### src/rtl/gir_pkg.sv
package gir_pkg;
  localparam int GIR_LINES = 32;
  localparam int GIR_B0_DIRECT = 14;
  localparam int GIR_B1_DIRECT = 24;
  localparam int GIR_BANKS = 3;
endpackage

### src/rtl/gir_direct_sel.sv
module gir_direct_sel #(
  parameter int LINES = 32,
  parameter int B0N = 14,
  parameter int B1N = 24,
  localparam int NDIR = B0N + B1N
) (
  input  logic [LINES-1:0] bank0_i,
  input  logic [LINES-1:0] bank1_i,
  input  logic [LINES-1:0] bank2_i,
  input  logic [LINES-1:0] cfg_i,
  output logic [NDIR-1:0]  direct_o
);
  for (genvar i = 0; i < NDIR; i++) begin : g_out
    logic base;
    if (i < B0N) begin : g_b0
      assign base = bank0_i[i];
    end else begin : g_b1
      localparam int K = i - B0N;
      assign base = bank1_i[K];
    end
    if (i < LINES) begin : g_swap
      assign direct_o[i] = cfg_i[i] ? bank2_i[i] : base;
    end else begin : g_fixed
      assign direct_o[i] = base;
    end
  end
endmodule

### src/rtl/gir_aggregate.sv
module gir_aggregate #(
  parameter int LINES = 32,
  parameter int B0N = 14,
  parameter int B1N = 24
) (
  input  logic [LINES-1:0] bank0_i,
  input  logic [LINES-1:0] bank1_i,
  input  logic [LINES-1:0] bank2_i,
  input  logic [LINES-1:0] cfg_i,
  output logic [2:0]       agg_o
);
  logic [LINES-1:0] own0, own1, own2;

  for (genvar n = 0; n < LINES; n++) begin : g_mask
    // bank 0: owns output n unless rerouted to bank 2
    if (n < B0N) begin : g_o0
      assign own0[n] = ~cfg_i[n];
    end else begin : g_n0
      assign own0[n] = 1'b0;
    end
    // bank 1: owns output B0N+n; swappable only below LINES
    if (n < B1N) begin : g_o1
      if (B0N + n < LINES) begin : g_sw
        localparam int P = B0N + n;
        assign own1[n] = ~cfg_i[P];
      end else begin : g_fx
        assign own1[n] = 1'b1;
      end
    end else begin : g_n1
      assign own1[n] = 1'b0;
    end
    // bank 2: owns output n only when selected
    if (n < B0N + B1N) begin : g_o2
      assign own2[n] = cfg_i[n];
    end else begin : g_n2
      assign own2[n] = 1'b0;
    end
  end

  assign agg_o[0] = |(bank0_i & ~own0);
  assign agg_o[1] = |(bank1_i & ~own1);
  assign agg_o[2] = |(bank2_i & ~own2);
endmodule

### src/rtl/gir_out_stage.sv
module gir_out_stage #(
  parameter int W = 41,
  parameter bit REGISTERED = 1'b1
) (
  input  logic         clk,
  input  logic         rst,
  input  logic [W-1:0] d_i,
  output logic [W-1:0] q_o
);
  if (REGISTERED) begin : g_reg
    always_ff @(posedge clk) begin
      if (rst) q_o <= '0;
      else     q_o <= d_i;
    end
  end else begin : g_comb
    assign q_o = d_i;
  end
endmodule

### src/rtl/gpio_irq_router.sv
module gpio_irq_router
  import gir_pkg::*;
#(
  parameter int LINES = GIR_LINES,
  parameter int B0N = GIR_B0_DIRECT,
  parameter int B1N = GIR_B1_DIRECT,
  parameter bit REGISTERED = 1'b1,
  localparam int NDIR = B0N + B1N,
  localparam int NOUT = NDIR + GIR_BANKS
) (
  input  logic            clk,
  input  logic            rst,
  input  logic [LINES-1:0] bank0_irq,
  input  logic [LINES-1:0] bank1_irq,
  input  logic [LINES-1:0] bank2_irq,
  input  logic [LINES-1:0] route_cfg,
  output logic [NOUT-1:0]  gbl_irq
);
  logic [NDIR-1:0] direct;
  logic [2:0]      agg;

  gir_direct_sel #(.LINES(LINES), .B0N(B0N), .B1N(B1N)) u_dir (
    .bank0_i(bank0_irq), .bank1_i(bank1_irq), .bank2_i(bank2_irq),
    .cfg_i(route_cfg), .direct_o(direct)
  );

  gir_aggregate #(.LINES(LINES), .B0N(B0N), .B1N(B1N)) u_agg (
    .bank0_i(bank0_irq), .bank1_i(bank1_irq), .bank2_i(bank2_irq),
    .cfg_i(route_cfg), .agg_o(agg)
  );

  gir_out_stage #(.W(NOUT), .REGISTERED(REGISTERED)) u_out (
    .clk(clk), .rst(rst), .d_i({agg, direct}), .q_o(gbl_irq)
  );

  if (REGISTERED) begin : g_chk
    a_r1_reset_clear: assert property (@(posedge clk)
      rst |=> gbl_irq == '0);
    a_r2_bank0_line0: assert property (@(posedge clk) disable iff (rst)
      !route_cfg[0] |=> gbl_irq[0] == $past(bank0_irq[0]));
    a_r5_bank2_line0: assert property (@(posedge clk) disable iff (rst)
      route_cfg[0] |=> gbl_irq[0] == $past(bank2_irq[0]));
    a_r8_bank2_quiet: assert property (@(posedge clk) disable iff (rst)
      (bank2_irq == '0) |=> !gbl_irq[NDIR+2]);
    a_r6_bank0_quiet: assert property (@(posedge clk) disable iff (rst)
      (bank0_irq == '0) |=> !gbl_irq[NDIR]);
    if (NDIR > LINES) begin : g_fix
      a_r4_fixed_lines: assert property (@(posedge clk) disable iff (rst)
        1'b1 |=> gbl_irq[NDIR-1:LINES] == $past(bank1_irq[B1N-1:LINES-B0N]));
    end
  end
endmodule

### config.mk
export PLATFORM = sky130hd
export DESIGN_NAME = gpio_irq_router
export DESIGN_NICKNAME = d
export VERILOG_FILES = /design/src/rtl/gir_pkg.sv /design/src/rtl/gir_direct_sel.sv /design/src/rtl/gir_aggregate.sv /design/src/rtl/gir_out_stage.sv /design/src/rtl/gpio_irq_router.sv
export SDC_FILE = /design/constraint.sdc
export NUM_CORES = 1
export LEC_CHECK = 0
export BUFFER_PORTS_ARGS = -buffer_cell sky130_fd_sc_hd__buf_4
export CAP_MARGIN = 20
export CORE_ASPECT_RATIO = 1.5
export CORE_MARGIN = 5
export CORE_UTILIZATION = 36
export CTS_BUF_LIST = sky130_fd_sc_hd__clkbuf_4 sky130_fd_sc_hd__clkbuf_8 sky130_fd_sc_hd__clkbuf_16
export DETAILED_ROUTE_END_ITERATION = 6
export PLACE_DENSITY = 0.79
export SLEW_MARGIN = 20
export SYNTH_ARGS = -nofsm -noshare
export SYNTH_HDL_FRONTEND = slang
export SYNTH_SLANG_ARGS = --single-unit
### constraint.sdc
create_clock -name clk -period 1.63 [get_ports clk]
set_input_delay 0.4075 -clock clk [delete_from_list [all_inputs] [get_ports clk]]
set_output_delay 0.4075 -clock clk [all_outputs]
set_load 0.01 [all_outputs]
==> Word level (Yosys, flattened, before mapping) <==
Cells that the tools add are included.
{ "classes": {"bitwise": 38, "muxes": 32, "n_reduce_logical": 3} }
{ "op_table": {"columns": ["operator", "count"], "rows": [
  ["$and A32 B32 Y32", 3],
  ["$reduce_or A32 Y1", 3],
  ["$mux W1", 32],
  ["$not A1 Y1", 32],
  ["$not A14 Y32", 1],
  ["$not A24 Y32", 1],
  ["$not A32 Y32", 1]
]} }
{ "word_totals": {"word_cells": 74, "output_inout_bits": 41, "ff_bits": 41} }

==> Logic depth before layout (Yosys ltp) <==
{ "logic_depth": {"ltp_word": 4, "mapped_depth": 4} }

==> Cells and area by module <==
From an unflattened synthesis, not the netlist that was laid out.
{ "hier_totals": {"cells_unflattened": 207, "hier_area_um2": 2105.8} }
{ "modules_own_cells": {"columns": ["module", "cells_each", "area_each_um2", "n_inst"], "rows": [
  ["gir_out_stage", 86, 1097.3, 1],
  ["gir_direct_sel", 38, 525.5, 1],
  ["gir_aggregate", 83, 483.0, 1]
]} }

==> Worst setup path before layout <==
Ideal clock, no wire load.
{ "synth_path": {"kind": "input to register", "startpoint": "in bank1_irq[25]", "endpoint": "reg u_out.q_o[39]", "n_path_buf": 0, "setup_slack_ps": 321, "cell_stages": 3, "arrival_time_ps": 1177, "cell_sequence": "or4_4 > a221oi_2 > a31oi_1"} }
{ "synth_between": {"elab_chain_len": 2} }
{ "synth_lines": {"columns": ["element", "line_no", "text"], "rows": [
  ["start, declared", "gpio_irq_router.sv:14", "input logic [LINES-1:0] bank1_irq,"],
  ["$and A32 B32 Y32", "gir_aggregate.sv:41", "assign agg_o[1] = |(bank1_i & ~own1);"],
  ["$reduce_or A32 Y1", "gir_aggregate.sv:41", null],
  ["end signal, assigned", "gir_out_stage.sv:13", "else q_o <= d_i;"],
  ["end, declared", "gir_out_stage.sv:8", "output logic [W-1:0] q_o"]
]} }
Every way passes these cells.
A chain may end at the register's enable or synchronous reset.

==> Worst setup path in the final report <==
{ "layout_path": {"startpoint": "reg u_out.q_o[33]", "endpoint": "out gbl_irq[33]"} }
{ "layout_lines": {"columns": ["element", "line_no", "text"], "rows": [
  ["end, declared", "gpio_irq_router.sv:17", "output logic [NOUT-1:0] gbl_irq"]
]} }
No word-level cell between the ends.

==> flow_summary.ini <==
[clocking]
clk_transition_reported_paths_ns = 0.08
cts.repair.resized = 0
cts-htree-levels = 2
number_of_sinks_driven_by_the_clock_tree = 41
cts.hold.buffers_added = 0
cts_tree = done
clock_root_buffer = sky130_fd_sc_hd__clkbuf_8
cts_setup_buffers = 0
cts_buf_count = 5
cts.path.max_buffers = 2

[placement]
portBuffers = 170
routabilityCongestion = 0.8009
place.detailed.instances = 430
hpwl_um = 6011
postPlaceCellArea_um2 = 3132
post-place-ws_ns = 0.1678

[routing]
detail_route.drc_violations = 0
wire_per_inst_um = 15.94
vias = 2083
route.final.wire_length_um = 6981
viasPerCell = 4.756
drt_first_iter_violations = 96
drt_first_pass_iters = 4
detail-route-antenna-nets = 0

[logic_synthesis]
postSynthAreaPerCell_um2 = 9.030
synthesis.nets = 328
synth-warning-count = 0
ys_seq_area_share_pct = 45.91
synthesis.instances = 198
mappedNetlistArea_um2 = 1788
post_synthesis_sequential_element_count = 41
netlist-cell-type-count = 18

[die]
floorplan.core_area_um2 = 4810
floorplan.initialDensity_pct = 37.17
ioPinCount = 171
rows = 31
die-height_um = 96.31
die-width_um = 67.54
die_area_um2 = 6505

[timing]
fin_worst_hold_slack_ns = 0.3232
setup_viol_count_final = 0
final_min_period_over_clock_period_pct = 70.93
max_slew.worst_pin.slew_ns = 0.4493
final.setup.tns_ns = 0
final_period_demand_of_the_worst_path_ns = 1.156
timing.max_slew.rel_slack_pct = 70.05
maxClockFrequency_mhz = 864.9
rsz0062_at_grt = no
layout_setup_ws_ns = 0.4738
hold_viol = 0
timing_max_transition_violations_final = 0

[power_and_ir_drop]
power_density_nw_per_um2 = 784.4
p_switching_mw = 0.6233
swShare_pct = 24.44
internal_portion_of_total_power_mw = 1.927
p_comb_share_pct = 23.8
p_leak_nw = 1.741
pwr-share-seq_pct = 42.4
clock_power_share_pct = 33.8
vdd.ir_drop.worst_uv = 738.5
total_power_mw = 2.551

[setup_path]
setup_crit_end_kind = output pin
crit_path_cell_trace = buf_4
worst_path_largest_cell_delay_ns = 0.34
timing.critical_path.arrival_ns = 0.75
timing.critical_path.required_ns = 1.22
critical-path-top-delay-family = flip-flops
timing.setup.critical_path_class = register to output pin
critical_path_top_delay_cell = sky130_fd_sc_hd__dfxtp_1
startpoint_type = register
worst_path_max_fanout = 1
critPathBufInv = 1

[cells_and_area]
share_of_post_route_cells_with_drive_strength_above_1_pct = 48.39
largest_register_ff_count = 41
areaGrowthSynthToFinish_pct = 81.88
final_nets = 501
stdcell_area_um2 = 3252
post-route-util_pct = 67.61
num_antenna_cells = 0
max_flop_register = u_out.q_o
largest_registers_ranked_by_flip_flop_count = u_out.q_o: 41 flops
finish.cell_count_without_fillers = 438

[global_routing]
grt_pass1_vias = 2154
antenna_found_initial = 0
maximum_number_of_pins_on_one_net_before_global_route_repair = 42
grt_overflow_total = 0
grt_first_pass_wirelength_um = 9832
grtUsageTotal_pct = 20.40

[flow_run]
max_cap_viol_count = 0

[hold_path]
worstHoldPathCells = 2
hold_path_end = u_out.q_o[35]
min_from = bank1_irq[21]
holdCritPathClass = primary input to register

[outcome]
run_status = completed
-- power by group through the flow --
stage	clock, mW	sequential [mW]	combinational [mW]
2_1_floorplan	0	1.14	0.150
3_3_place_gp	0	1.10	0.601
3_5_place_dp	0	1.11	0.611
4_1_cts	0.876	1.08	0.612
5_1_grt	0.927	1.09	0.656
6_report	0.862	1.08	0.606
-- cells in the mapped netlist --
cell / n / share of area, %
sky130_fd_sc_hd__a211oi_1: 1 / 0.42
sky130_fd_sc_hd__a221oi_1: 1 / 0.49
sky130_fd_sc_hd__a221oi_2: 1 / 0.84
sky130_fd_sc_hd__a222oi_1: 1 / 0.56
sky130_fd_sc_hd__a22o_1: 1 / 0.49
sky130_fd_sc_hd__a22oi_1: 11 / 4.6
sky130_fd_sc_hd__a31oi_1: 2 / 0.70
sky130_fd_sc_hd__a41oi_1: 1 / 0.49
sky130_fd_sc_hd__clkbuf_1: 4 / 0.84
sky130_fd_sc_hd__dfxtp_1: 41 / 46
sky130_fd_sc_hd__inv_1: 32 / 6.7
sky130_fd_sc_hd__mux2i_1: 32 / 18
sky130_fd_sc_hd__nand4_1: 4 / 1.4
sky130_fd_sc_hd__nor2_1: 34 / 7.1
sky130_fd_sc_hd__nor2b_1: 6 / 2.1
sky130_fd_sc_hd__nor4_1: 9 / 3.1
sky130_fd_sc_hd__o22ai_1: 16 / 5.6
sky130_fd_sc_hd__or4_4: 1 / 0.63
-- cell usage in the layout, fill, tap and decap left out --
cell                         instances
sky130_fd_sc_hd__a22o_1              1
sky130_fd_sc_hd__nor2_1             34
sky130_fd_sc_hd__a41oi_1             1
sky130_fd_sc_hd__mux2i_1            32
sky130_fd_sc_hd__inv_1              32
sky130_fd_sc_hd__a221oi_2            1
sky130_fd_sc_hd__nand4_1             4
sky130_fd_sc_hd__bufinv_16           1
sky130_fd_sc_hd__clkinvlp_4          1
sky130_fd_sc_hd__buf_4             170
sky130_fd_sc_hd__a221oi_1            1
sky130_fd_sc_hd__a22oi_1            11
sky130_fd_sc_hd__a31oi_1             2
sky130_fd_sc_hd__nor2b_1             6
sky130_fd_sc_hd__dfxtp_1            41
sky130_fd_sc_hd__a211oi_1            1
sky130_fd_sc_hd__a222oi_1            1
sky130_fd_sc_hd__clkbuf_8            6
sky130_fd_sc_hd__o22ai_1            16
sky130_fd_sc_hd__nor4_1              9
sky130_fd_sc_hd__or4_4               1
-- metal layers --
layer	up-vias	global-route usage, %	share of wire, %
met5	-	0	0
met4	0	8.122	2.8
met3	17	5.140	7.7
met2	94	38.59	54
met1	932	20.56	36
li1	1040	-	-
-- layout make-up --
cell class | count | area, um2
clock buffers | 6 | 82.58
clock inverters | 2 | 37.54
fillers | 457 | 1558
inverters | 32 | 120.1
multi-input cells | 121 | 832.0
flip-flops and latches | 41 | 820.8
well taps | 66 | 82.58
repair buffers | 170 | 1276
-- worst max path at each step --
stage                   from       endpoint  slack (ns)  cells past startpoint
2_1_floorplan  bank1_irq[25]  u_out.q_o[39]        0.32                      3
5_1_grt        bank1_irq[25]  u_out.q_o[39]        0.44                      4
4_1_cts        u_out.q_o[33]    gbl_irq[33]        0.45                      1
3_3_place_gp   bank1_irq[25]  u_out.q_o[39]        0.17                      4
3_5_place_dp   bank1_irq[25]  u_out.q_o[39]        0.17                      4
6_report       u_out.q_o[33]    gbl_irq[33]        0.47                      1
-- cells by family after synthesis --
logic type             synth area share, %
DFF                                  45.91
buffers and inverters                7.558
AOI/OAI and AO/OA                    14.21
and+or+nand+nor                      14.42
muxes                                17.91
Note: power is estimated with default switching activity, not from simulation.
